--- src/rtl/gd_fault_pkg.sv ---
package gd_fault_pkg;

  typedef enum logic [1:0] {
    GD_HOLD  = 2'd0,
    GD_RUN   = 2'd1,
    GD_PULSE = 2'd2
  } gd_state_e;

  // bits needed to hold the values 0..n
  function automatic int cnt_bits(input int n);
    return (n < 1) ? 1 : $clog2(n + 1);
  endfunction

endpackage

--- src/rtl/gd_qual_filter.sv ---
module gd_qual_filter #(
  parameter int LIMIT = 15
) (
  input  logic clk,
  input  logic rst_n,
  input  logic in_flag,
  output logic qual
);
  import gd_fault_pkg::*;

  localparam int CW = cnt_bits(LIMIT);
  localparam logic [CW-1:0] LIM = CW'(LIMIT);

  logic [CW-1:0] cnt_q;

  always_ff @(posedge clk or negedge rst_n) begin
    if (!rst_n)          cnt_q <= '0;
    else if (!in_flag)   cnt_q <= '0;
    else if (cnt_q != LIM) cnt_q <= cnt_q + 1'b1;
  end

  assign qual = (cnt_q == LIM);


  qual_needs_flag_chk: assert property (@(posedge clk) disable iff (!rst_n)
    $rose(qual) |-> $past(in_flag));


  cnt_bound_chk: assert property (@(posedge clk) disable iff (!rst_n)
    cnt_q <= LIM);

endmodule

--- src/rtl/gd_pulse_timer.sv ---
module gd_pulse_timer #(
  parameter int LEN = 5000
) (
  input  logic clk,
  input  logic rst_n,
  input  logic run,
  output logic done
);
  import gd_fault_pkg::*;

  localparam int CW = cnt_bits(LEN);
  localparam logic [CW-1:0] LAST = CW'(LEN - 1);

  logic [CW-1:0] cnt_q;

  always_ff @(posedge clk or negedge rst_n) begin
    if (!rst_n)   cnt_q <= '0;
    else if (run) cnt_q <= (cnt_q == LAST) ? '0 : cnt_q + 1'b1;
    else          cnt_q <= '0;
  end

  assign done = run && (cnt_q == LAST);


  timer_idle_chk: assert property (@(posedge clk) disable iff (!rst_n)
    (cnt_q != '0) |-> $past(run));


  timer_bound_chk: assert property (@(posedge clk) disable iff (!rst_n)
    cnt_q <= LAST);

endmodule

--- src/rtl/gd_fault_ctrl.sv ---
module gd_fault_ctrl #(
  parameter int OC_FILT   = 15,
  parameter int UV_FILT   = 800,
  parameter int PULSE_LEN = 5000
) (
  input  logic clk,
  input  logic rst_n,
  input  logic oc_flag,
  input  logic uv_flag,
  input  logic shdn_n,
  input  logic flt_sense,
  output logic flt_pull,
  output logic soft_off,
  output logic lo_dis,
  output logic hi_dis
);
  import gd_fault_pkg::*;

  gd_state_e state_q, state_d;
  logic      soft_cause_q, soft_cause_d;

  // named internal events
  logic oc_q, uv_q, local_trig, pulse_done, in_run, in_pulse;

  gd_qual_filter #(.LIMIT(OC_FILT)) u_oc_filt (
    .clk(clk), .rst_n(rst_n), .in_flag(oc_flag), .qual(oc_q));

  gd_qual_filter #(.LIMIT(UV_FILT)) u_uv_filt (
    .clk(clk), .rst_n(rst_n), .in_flag(uv_flag), .qual(uv_q));

  gd_pulse_timer #(.LEN(PULSE_LEN)) u_pulse (
    .clk(clk), .rst_n(rst_n), .run(in_pulse), .done(pulse_done));

  assign local_trig = oc_q | uv_q | ~shdn_n;
  assign in_run     = (state_q == GD_RUN);
  assign in_pulse   = (state_q == GD_PULSE);

  always_comb begin
    state_d      = state_q;
    soft_cause_d = soft_cause_q;
    unique case (state_q)
      GD_HOLD: begin
        if (!local_trig && flt_sense) state_d = GD_RUN;
      end
      GD_RUN: begin
        if (local_trig) begin
          state_d      = GD_PULSE;
          soft_cause_d = oc_q | uv_q;
        end else if (!flt_sense) begin
          state_d = GD_HOLD;
        end
      end
      GD_PULSE: begin
        if (pulse_done) begin
          state_d      = GD_HOLD;
          soft_cause_d = 1'b0;
        end
      end
      default: state_d = GD_HOLD;
    endcase
  end

  always_ff @(posedge clk or negedge rst_n) begin
    if (!rst_n) begin
      state_q      <= GD_HOLD;
      soft_cause_q <= 1'b0;
    end else begin
      state_q      <= state_d;
      soft_cause_q <= soft_cause_d;
    end
  end

  assign flt_pull = in_pulse;
  assign soft_off = in_pulse & soft_cause_q;
  assign lo_dis   = ~in_run;
  assign hi_dis   = ~in_run;


  oc_pulse_start_chk: assert property (@(posedge clk) disable iff (!rst_n)
    (in_run && oc_q) |=> (flt_pull && soft_off && lo_dis));


  sd_pulse_start_chk: assert property (@(posedge clk) disable iff (!rst_n)
    (in_run && !shdn_n) |=> (flt_pull && lo_dis && hi_dis));


  ext_fault_chk: assert property (@(posedge clk) disable iff (!rst_n)
    (in_run && !flt_sense && !local_trig) |=> (lo_dis && !flt_pull));


  reenable_cond_chk: assert property (@(posedge clk) disable iff (!rst_n)
    $fell(lo_dis) |-> ($past(flt_sense) && !$past(local_trig) && !$past(flt_pull)));


  soft_cause_chk: assert property (@(posedge clk) disable iff (!rst_n)
    $rose(soft_off) |-> $past(oc_q || uv_q));


  pulse_hold_chk: assert property (@(posedge clk) disable iff (!rst_n)
    (in_pulse && !pulse_done) |=> flt_pull);

endmodule

--- config.mk ---
export PLATFORM = sky130hd
export DESIGN_NAME = gd_fault_ctrl
export DESIGN_NICKNAME = d
export VERILOG_FILES = /design/src/rtl/gd_fault_pkg.sv /design/src/rtl/gd_qual_filter.sv /design/src/rtl/gd_pulse_timer.sv /design/src/rtl/gd_fault_ctrl.sv
export SDC_FILE = /design/constraint.sdc
export NUM_CORES = 1
export LEC_CHECK = 0
export CORE_MARGIN = 3
export CORE_UTILIZATION = 39
export DETAILED_ROUTE_END_ITERATION = 10
export GPL_TIMING_DRIVEN = 0
export PLACE_DENSITY_LB_ADDON = 0.25
export SYNTH_ARGS = -nofsm -noshare
export SYNTH_HDL_FRONTEND = slang
export SYNTH_SLANG_ARGS = --single-unit
export TNS_END_PERCENT = 100
--- constraint.sdc ---
create_clock -name clk -period 2.6 [get_ports clk]
set_clock_uncertainty 0.2 [all_clocks]
set_input_delay 0.78 -clock clk [delete_from_list [all_inputs] [get_ports clk]]
set_output_delay 0.78 -clock clk [all_outputs]
set_load 0.01 [all_outputs]
==> flow_summary.json, run 1 <==
{
  "root_buffer": "clkbuf_8",
  "track_usage": 0.1317,
  "cts_sinks": 30,
  "multi_input_area_sq_um": 660.6,
  "grt_pass1_wl_um": 4402,
  "yosys_register_bits": 30,
  "clockBufferDepth": 2,
  "pin_count": 10,
  "crit_chain": "nand2b_1 > buf_4 > clkdlybuf4s50_1",
  "dp.cells": 194,
  "synth_area_leaders": "dfrtp_1, xnor2_1, and2_1",
  "pre_cts_ws_ns": 0.01022,
  "r2r_cells": 5,
  "cts_setup_buffers": 0,
  "synth_nets": 149,
  "cts_tree": "built",
  "pwr-share-seq": 0.529,
  "setup_ws_ns": 0.1353,
  "vias": 999,
  "yosysTopAreaCell": "dfrtp_1",
  "area_growth_pct": 16.50,
  "max_slew.worst_pin.slew_ns": 0.6441,
  "relSlewSlack": 0.5706,
  "yosys.area.top_type_share": 0.5155,
  "crit_path_start": "state_q[1]",
  "postCtsHoldBufs": 0,
  "tns_ns": 0,
  "routed_wl_um": 2472,
  "startpoint_type": "flop",
  "worstPathRequired_ns": 1.62,
  "synth.cell_area_sq_um": 1456,
  "ant_nets": 0,
  "rsz0062_at_grt": "no",
  "viasPerCell": 4.946,
  "seqCellArea_sq_um": 750.7,
  "stdcell_count": 202,
  "reg2reg_from": "u_pulse.cnt_q[3]",
  "ir_drop_uv": 299.1,
  "cts_made_buffers": 5,
  "io_buffers": 9,
  "rrSetupSlack_ns": 0.47,
  "switchingPower_uw": 207.0,
  "route.detailed.drc": 0,
  "die_w_um": 67.11,
  "yosysWarnings": 0,
  "period_share": 0.9479,
  "fmax_mhz": 405.7,
  "avgSynthCellArea_sq_um": 10.48,
  "path_clk_slew_ns": 0.07,
  "holdWs_ns": 0.2644,
  "cp_slowest_cell": "clkdlybuf4s50_1",
  "htree_levels": 2,
  "drive_gt1_frac": 0.09615,
  "worstSetupPathType": "reg -> out",
  "dieArea_sq_um": 4504,
  "powerDensity_nw_per_um2": 536.6,
  "grt_pass1_vias": 994,
  "maxCapViolations": 0,
  "intPower_uw": 703.4,
  "grt_max_degree": 31,
  "p_leak_nw": 0.7446,
  "die_h_um": 67.11,
  "period_minus_slack_ns": 2.465,
  "drtIter0Drc": 61,
  "dr.pass1.iters": 4,
  "coreArea_sq_um": 3468,
  "drv_slew": 0,
  "p_clk_frac": 0.429,
  "dp_hpwl_um": 1765,
  "cp_max_fo": 5,
  "gp_congestion": 0.7662,
  "num-fill-cells": 334,
  "synthDistinctLibCells": 31,
  "cp-endpoint": "lo_dis",
  "max_stage_delay_ns": 0.46,
  "start_util": 0.4199,
  "timing.rr.end": "u_pulse.cnt_q[3]",
  "finalHoldViolCount": 0,
  "crit_arrival_ns": 1.48,
  "swShare": 0.2274,
  "std_cell_rows": 21,
  "nets": 165,
  "end_kind": "primary output",
  "hp-class": "reg -> reg",
  "wl_per_cell_um": 12.24,
  "clk_latency_ns": 0.28,
  "seq_area_frac_synth": 0.5155,
  "setup_viol": 0,
  "diodes": 0,
  "hold_depth": 1,
  "status": "complete, no violations",
  "antenna_found_initial": 0,
  "synthCells": 139,
  "pwr-share-comb": 0.042,
  "overflow": 0
}
## registers in the layout, indices dropped and copies added, names as in the netlist
name             cells
u_pulse.cnt_q       13
u_uv_filt.cnt_q     10
u_oc_filt.cnt_q      4
soft_cause_q         1
state_q              2
## repair_timing
item / in CTS / in global routing
gates resized for setup: 1 / 1
setup endpoints to repair: 1 / 1
gates cloned: 0 / 0
## logic make-up after synthesis
group,after synthesis,share of synthesized area
AND/OR/NAND/NOR,67,0.2517
adder cells (fa/ha/maj),4,0.03437
buffers and inverters,9,0.03093
XOR/XNOR,21,0.1263
flip-flops,30,0.5155
multiplexers,2,0.01375
AO/OA/AOI/OAI,6,0.02750
## final cells by class
| cell class | instances | share of cell area |
|---|---|---|
| Buffer | 2 | 0.01106 |
| Clock buffer | 6 | 0.04867 |
| Clock inverter | 2 | 0.007375 |
| Inverter | 7 | 0.01549 |
| Multi-Input combinational cell | 100 | 0.3894 |
| Sequential cell | 30 | 0.4425 |
| Tap cell | 46 | 0.03392 |
| Timing Repair Buffer | 9 | 0.05162 |
## cells in the mapped netlist
cell type   n
buf_6       1
nor2b_1     1
o221ai_1    1
nand2_2     1
and3_2      1
or3_1       1
and4_1      1
or4_4       1
nand3_1     7
and2_1     10
or4b_1      1
nand2_1     6
and3_1      4
a21o_1      1
inv_1       7
nor2_1     16
and3b_1     1
nand2b_1    2
nor4bb_1    1
nor4_1      1
mux2i_1     2
ha_1        4
xnor2_1    16
xor2_1      5
a211oi_1    1
o21ai_0     2
dfrtp_1    30
a31oi_1     1
buf_4       1
nor3_1      6
nand4_1     6
## metal layers
metal  vias to the layer above  GRT usage  share of wire
met5                         -          0              0
met1                       478     0.1665           0.49
met3                         4    0.04890          0.049
li1                        501          -              -
met4                         0    0.06076          0.014
met2                        16     0.1988           0.44
## cell usage in the layout (no fill, tap or decap), types with 2 or more instances in the layout
cell type,n
dfrtp_1,30
clkbuf_8,6
and2_1,10
nand4_1,6
clkdlybuf4s50_1,7
nand2_1,6
ha_1,4
nand2b_1,2
mux2i_1,2
and3_1,4
xnor2_1,16
nor3_1,6
nand3_1,7
inv_1,6
o21ai_0,2
nor2_1,16
xor2_1,5
## metrics by stage
stage | area (sq um) | power [mW] | util
2_1_floorplan | 1456 | 0.5067 | -
5_1_grt | 1697 | 0.9488 | 0.4892
3_5_place_dp | 1604 | 0.5311 | 0.4625
3_3_place_gp | 1604 | 0.5283 | 0.4625
6_report | 1697 | 0.9104 | 0.4892
4_1_cts | 1699 | 0.9245 | 0.4899
## worst max-delay path: cells and delay by family, from the launching register on
family / cells / cell delay [ns]
buffers and inverters: 2 / 0.61
AND/OR/NAND/NOR: 1 / 0.21
flip-flops: 1 / 0.39
## worst min-delay path by stage
stage	start	to
6_report	u_pulse.cnt_q[0]	u_pulse.cnt_q[0]
4_1_cts	u_pulse.cnt_q[0]	u_pulse.cnt_q[0]
3_5_place_dp	u_pulse.cnt_q[0]	u_pulse.cnt_q[0]
3_3_place_gp	u_pulse.cnt_q[0]	u_pulse.cnt_q[0]
5_1_grt	u_pulse.cnt_q[0]	u_pulse.cnt_q[0]
2_1_floorplan	u_pulse.cnt_q[0]	u_pulse.cnt_q[0]
## power by group through the flow
stage | combinational [mW] | sequential, mW | clock (mW)
floorplan | 0.0179 | 0.489 | 0
global placement | 0.0384 | 0.490 | 0
detailed placement | 0.0408 | 0.490 | 0
CTS | 0.0410 | 0.482 | 0.402
global route | 0.0444 | 0.483 | 0.422
finish | 0.0382 | 0.482 | 0.390
(Power assumes the default switching activity.)
==> run 2, diff against run 1 <==
- CORE_ASPECT_RATIO: not set -> 1.25
- PLACE_DENSITY: not set -> 0.66
- PLACE_DENSITY_LB_ADDON: 0.25 -> not set
==> flow_summary.json, run 2 (synthesized netlist as in run 1, its figures left out) <==
{
  "start_util": 0.4110,
  "intPower_uw": 704.3,
  "grt_pass1_vias": 1075,
  "crit_family": "buffers and inverters",
  "top_register": "u_pulse.cnt_q",
  "tns_ns": 0,
  "p_leak_nw": 0.7440,
  "fin_total_pwr_uw": 895.9,
  "dr.pass1.iters": 4,
  "grt_max_degree": 31,
  "crit_arrival_ns": 1.51,
  "swShare": 0.2139,
  "route.detailed.drc": 0,
  "max_slew.worst_pin.slew_ns": 0.6556,
  "drive_gt1_frac": 0.08974,
  "coreArea_sq_um": 3543,
  "clockBufferDepth": 2,
  "cp_slowest_cell": "clkdlybuf4s50_1",
  "std_cell_rows": 24,
  "nets": 165,
  "grt_util_met3": 0.04514,
  "root_buffer": "clkbuf_8",
  "htree_levels": 2,
  "drtIter0Drc": 16,
  "use_met2": 0.2140,
  "drv_slew": 0,
  "cp_max_fo": 5,
  "diodes": 0,
  "maxCapViolations": 0,
  "ant_nets": 0,
  "gp_congestion": 0.8402,
  "grt_pass1_wl_um": 4533,
  "io_buffers": 9,
  "setup_viol": 0,
  "pwr-share-comb": 0.043,
  "largest_reg_flops": 13,
  "path_clk_slew_ns": 0.06,
  "cts_tree": "built",
  "hp-class": "reg -> reg",
  "crit_chain": "nand2b_1 > buf_4 > clkdlybuf4s50_1",
  "die_h_um": 74.32,
  "end_kind": "primary output",
  "worstPathRequired_ns": 1.62,
  "pwr-share-seq": 0.538,
  "critPathBufInv": 2,
  "num-fill-cells": 367,
  "vias": 1038,
  "period_share": 0.9562,
  "antenna_found_initial": 0,
  "worstSetupPathType": "reg -> out",
  "finalHoldViolCount": 0,
  "rrSetupSlack_ns": 0.47,
  "period_minus_slack_ns": 2.486,
  "grt_busiest_layer": "met2",
  "cts_made_buffers": 5,
  "startpoint_type": "flop",
  "routed_wl_um": 2556,
  "clk_latency_ns": 0.28,
  "postCtsHoldBufs": 0,
  "cts_sinks": 30,
  "overflow": 0,
  "rsz0062_at_grt": "no",
  "p_clk_frac": 0.419,
  "met1_usage": 0.1619,
  "final_common_cell": "dfrtp_1",
  "layout_common_cells": "dfrtp_1, xnor2_1, nor2_1, and2_1",
  "area_growth_pct": 15.38,
  "reg.largest.list": "u_pulse.cnt_q x13, u_uv_filt.cnt_q x10, u_oc_filt.cnt_q x4",
  "track_usage": 0.1356,
  "die_w_um": 60.66,
  "dp_hpwl_um": 1846,
  "powerDensity_nw_per_um2": 533.2,
  "switchingPower_uw": 191.6,
  "dieArea_sq_um": 4508,
  "ir_drop_uv": 481.3,
  "fmax_mhz": 402.2,
  "relSlewSlack": 0.5629,
  "pin_count": 10,
  "viasPerCell": 5.323,
  "max_stage_delay_ns": 0.47,
  "wl_per_cell_um": 13.11,
  "status": "complete, no violations"
}
==> run 2: routing by layer <==
layer,vias up,share of wire
met5,-,0
met4,0,0.0094
met3,4,0.044
met2,21,0.51
met1,511,0.44
li1,502,-
==> run 2: layout make-up <==
| class | instances | area [sq um] | area share |
|---|---|---|---|
| plain buffers | 2 | 18.77 | 0.01117 |
| well taps | 39 | 48.80 | 0.02904 |
| inverters | 7 | 26.28 | 0.01564 |
| clock inverters | 1 | 5.005 | 0.002978 |
| multi-input cells | 100 | 660.6 | 0.3932 |
| clock buffers | 7 | 86.33 | 0.05138 |
| repair buffers | 9 | 83.83 | 0.04989 |
| flip-flops and latches | 30 | 750.7 | 0.4468 |
==> run 2: worst reg2reg max path, stage by stage (launching register included) <==
cell and delay (ns):
dfrtp_1 0.44, or4b_1 0.52, or4_4 0.55, nand2_2 0.11
buf_6 0.14, nor2_1 0.06
==> run 2: power by group through the flow <==
| stage | registers [mW] | clock network, mW | logic [mW] |
|---|---|---|---|
| floorplan | 0.489 | 0 | 0.0179 |
| global placement | 0.490 | 0 | 0.0378 |
| detailed placement | 0.490 | 0 | 0.0406 |
| CTS | 0.482 | 0.391 | 0.0409 |
| global route | 0.483 | 0.410 | 0.0448 |
| finish | 0.482 | 0.376 | 0.0384 |
==> run 2: what timing repair did <==
item,CTS,global route
endpoints found under the setup margin,1,0
setup buffers,0,0
gates resized for setup,2,0
==> run 2: through the flow <==
step | hold WS [ns] | cells | setup WS (ns) | instance area [sq um] | util
2_1_floorplan | 0.2297 | 139 | 0.5922 | 1456 | -
3_3_place_gp | 0.2553 | 187 | 0.08443 | 1595 | 0.4502
3_5_place_dp | 0.2707 | 187 | 0.04669 | 1595 | 0.4502
4_1_cts | 0.2771 | 195 | 0.08965 | 1685 | 0.4756
5_1_grt | 0.3042 | 195 | 0.02858 | 1680 | 0.4742
6_report | 0.2719 | 195 | 0.1139 | 1680 | 0.4742
==> run 2: worst paths after layout <==
path                             startpoint            endpoint  depth (start not counted)
min in group asynchronous             rst_n    u_pulse.cnt_q[8]                          1
max in group asynchronous             rst_n  u_uv_filt.cnt_q[2]                          1
max                              state_q[1]              lo_dis                          3
max reg2reg                u_pulse.cnt_q[3]    u_pulse.cnt_q[7]                          5
min                        u_pulse.cnt_q[0]    u_pulse.cnt_q[0]                          1
min reg2reg                u_pulse.cnt_q[0]    u_pulse.cnt_q[0]                          1
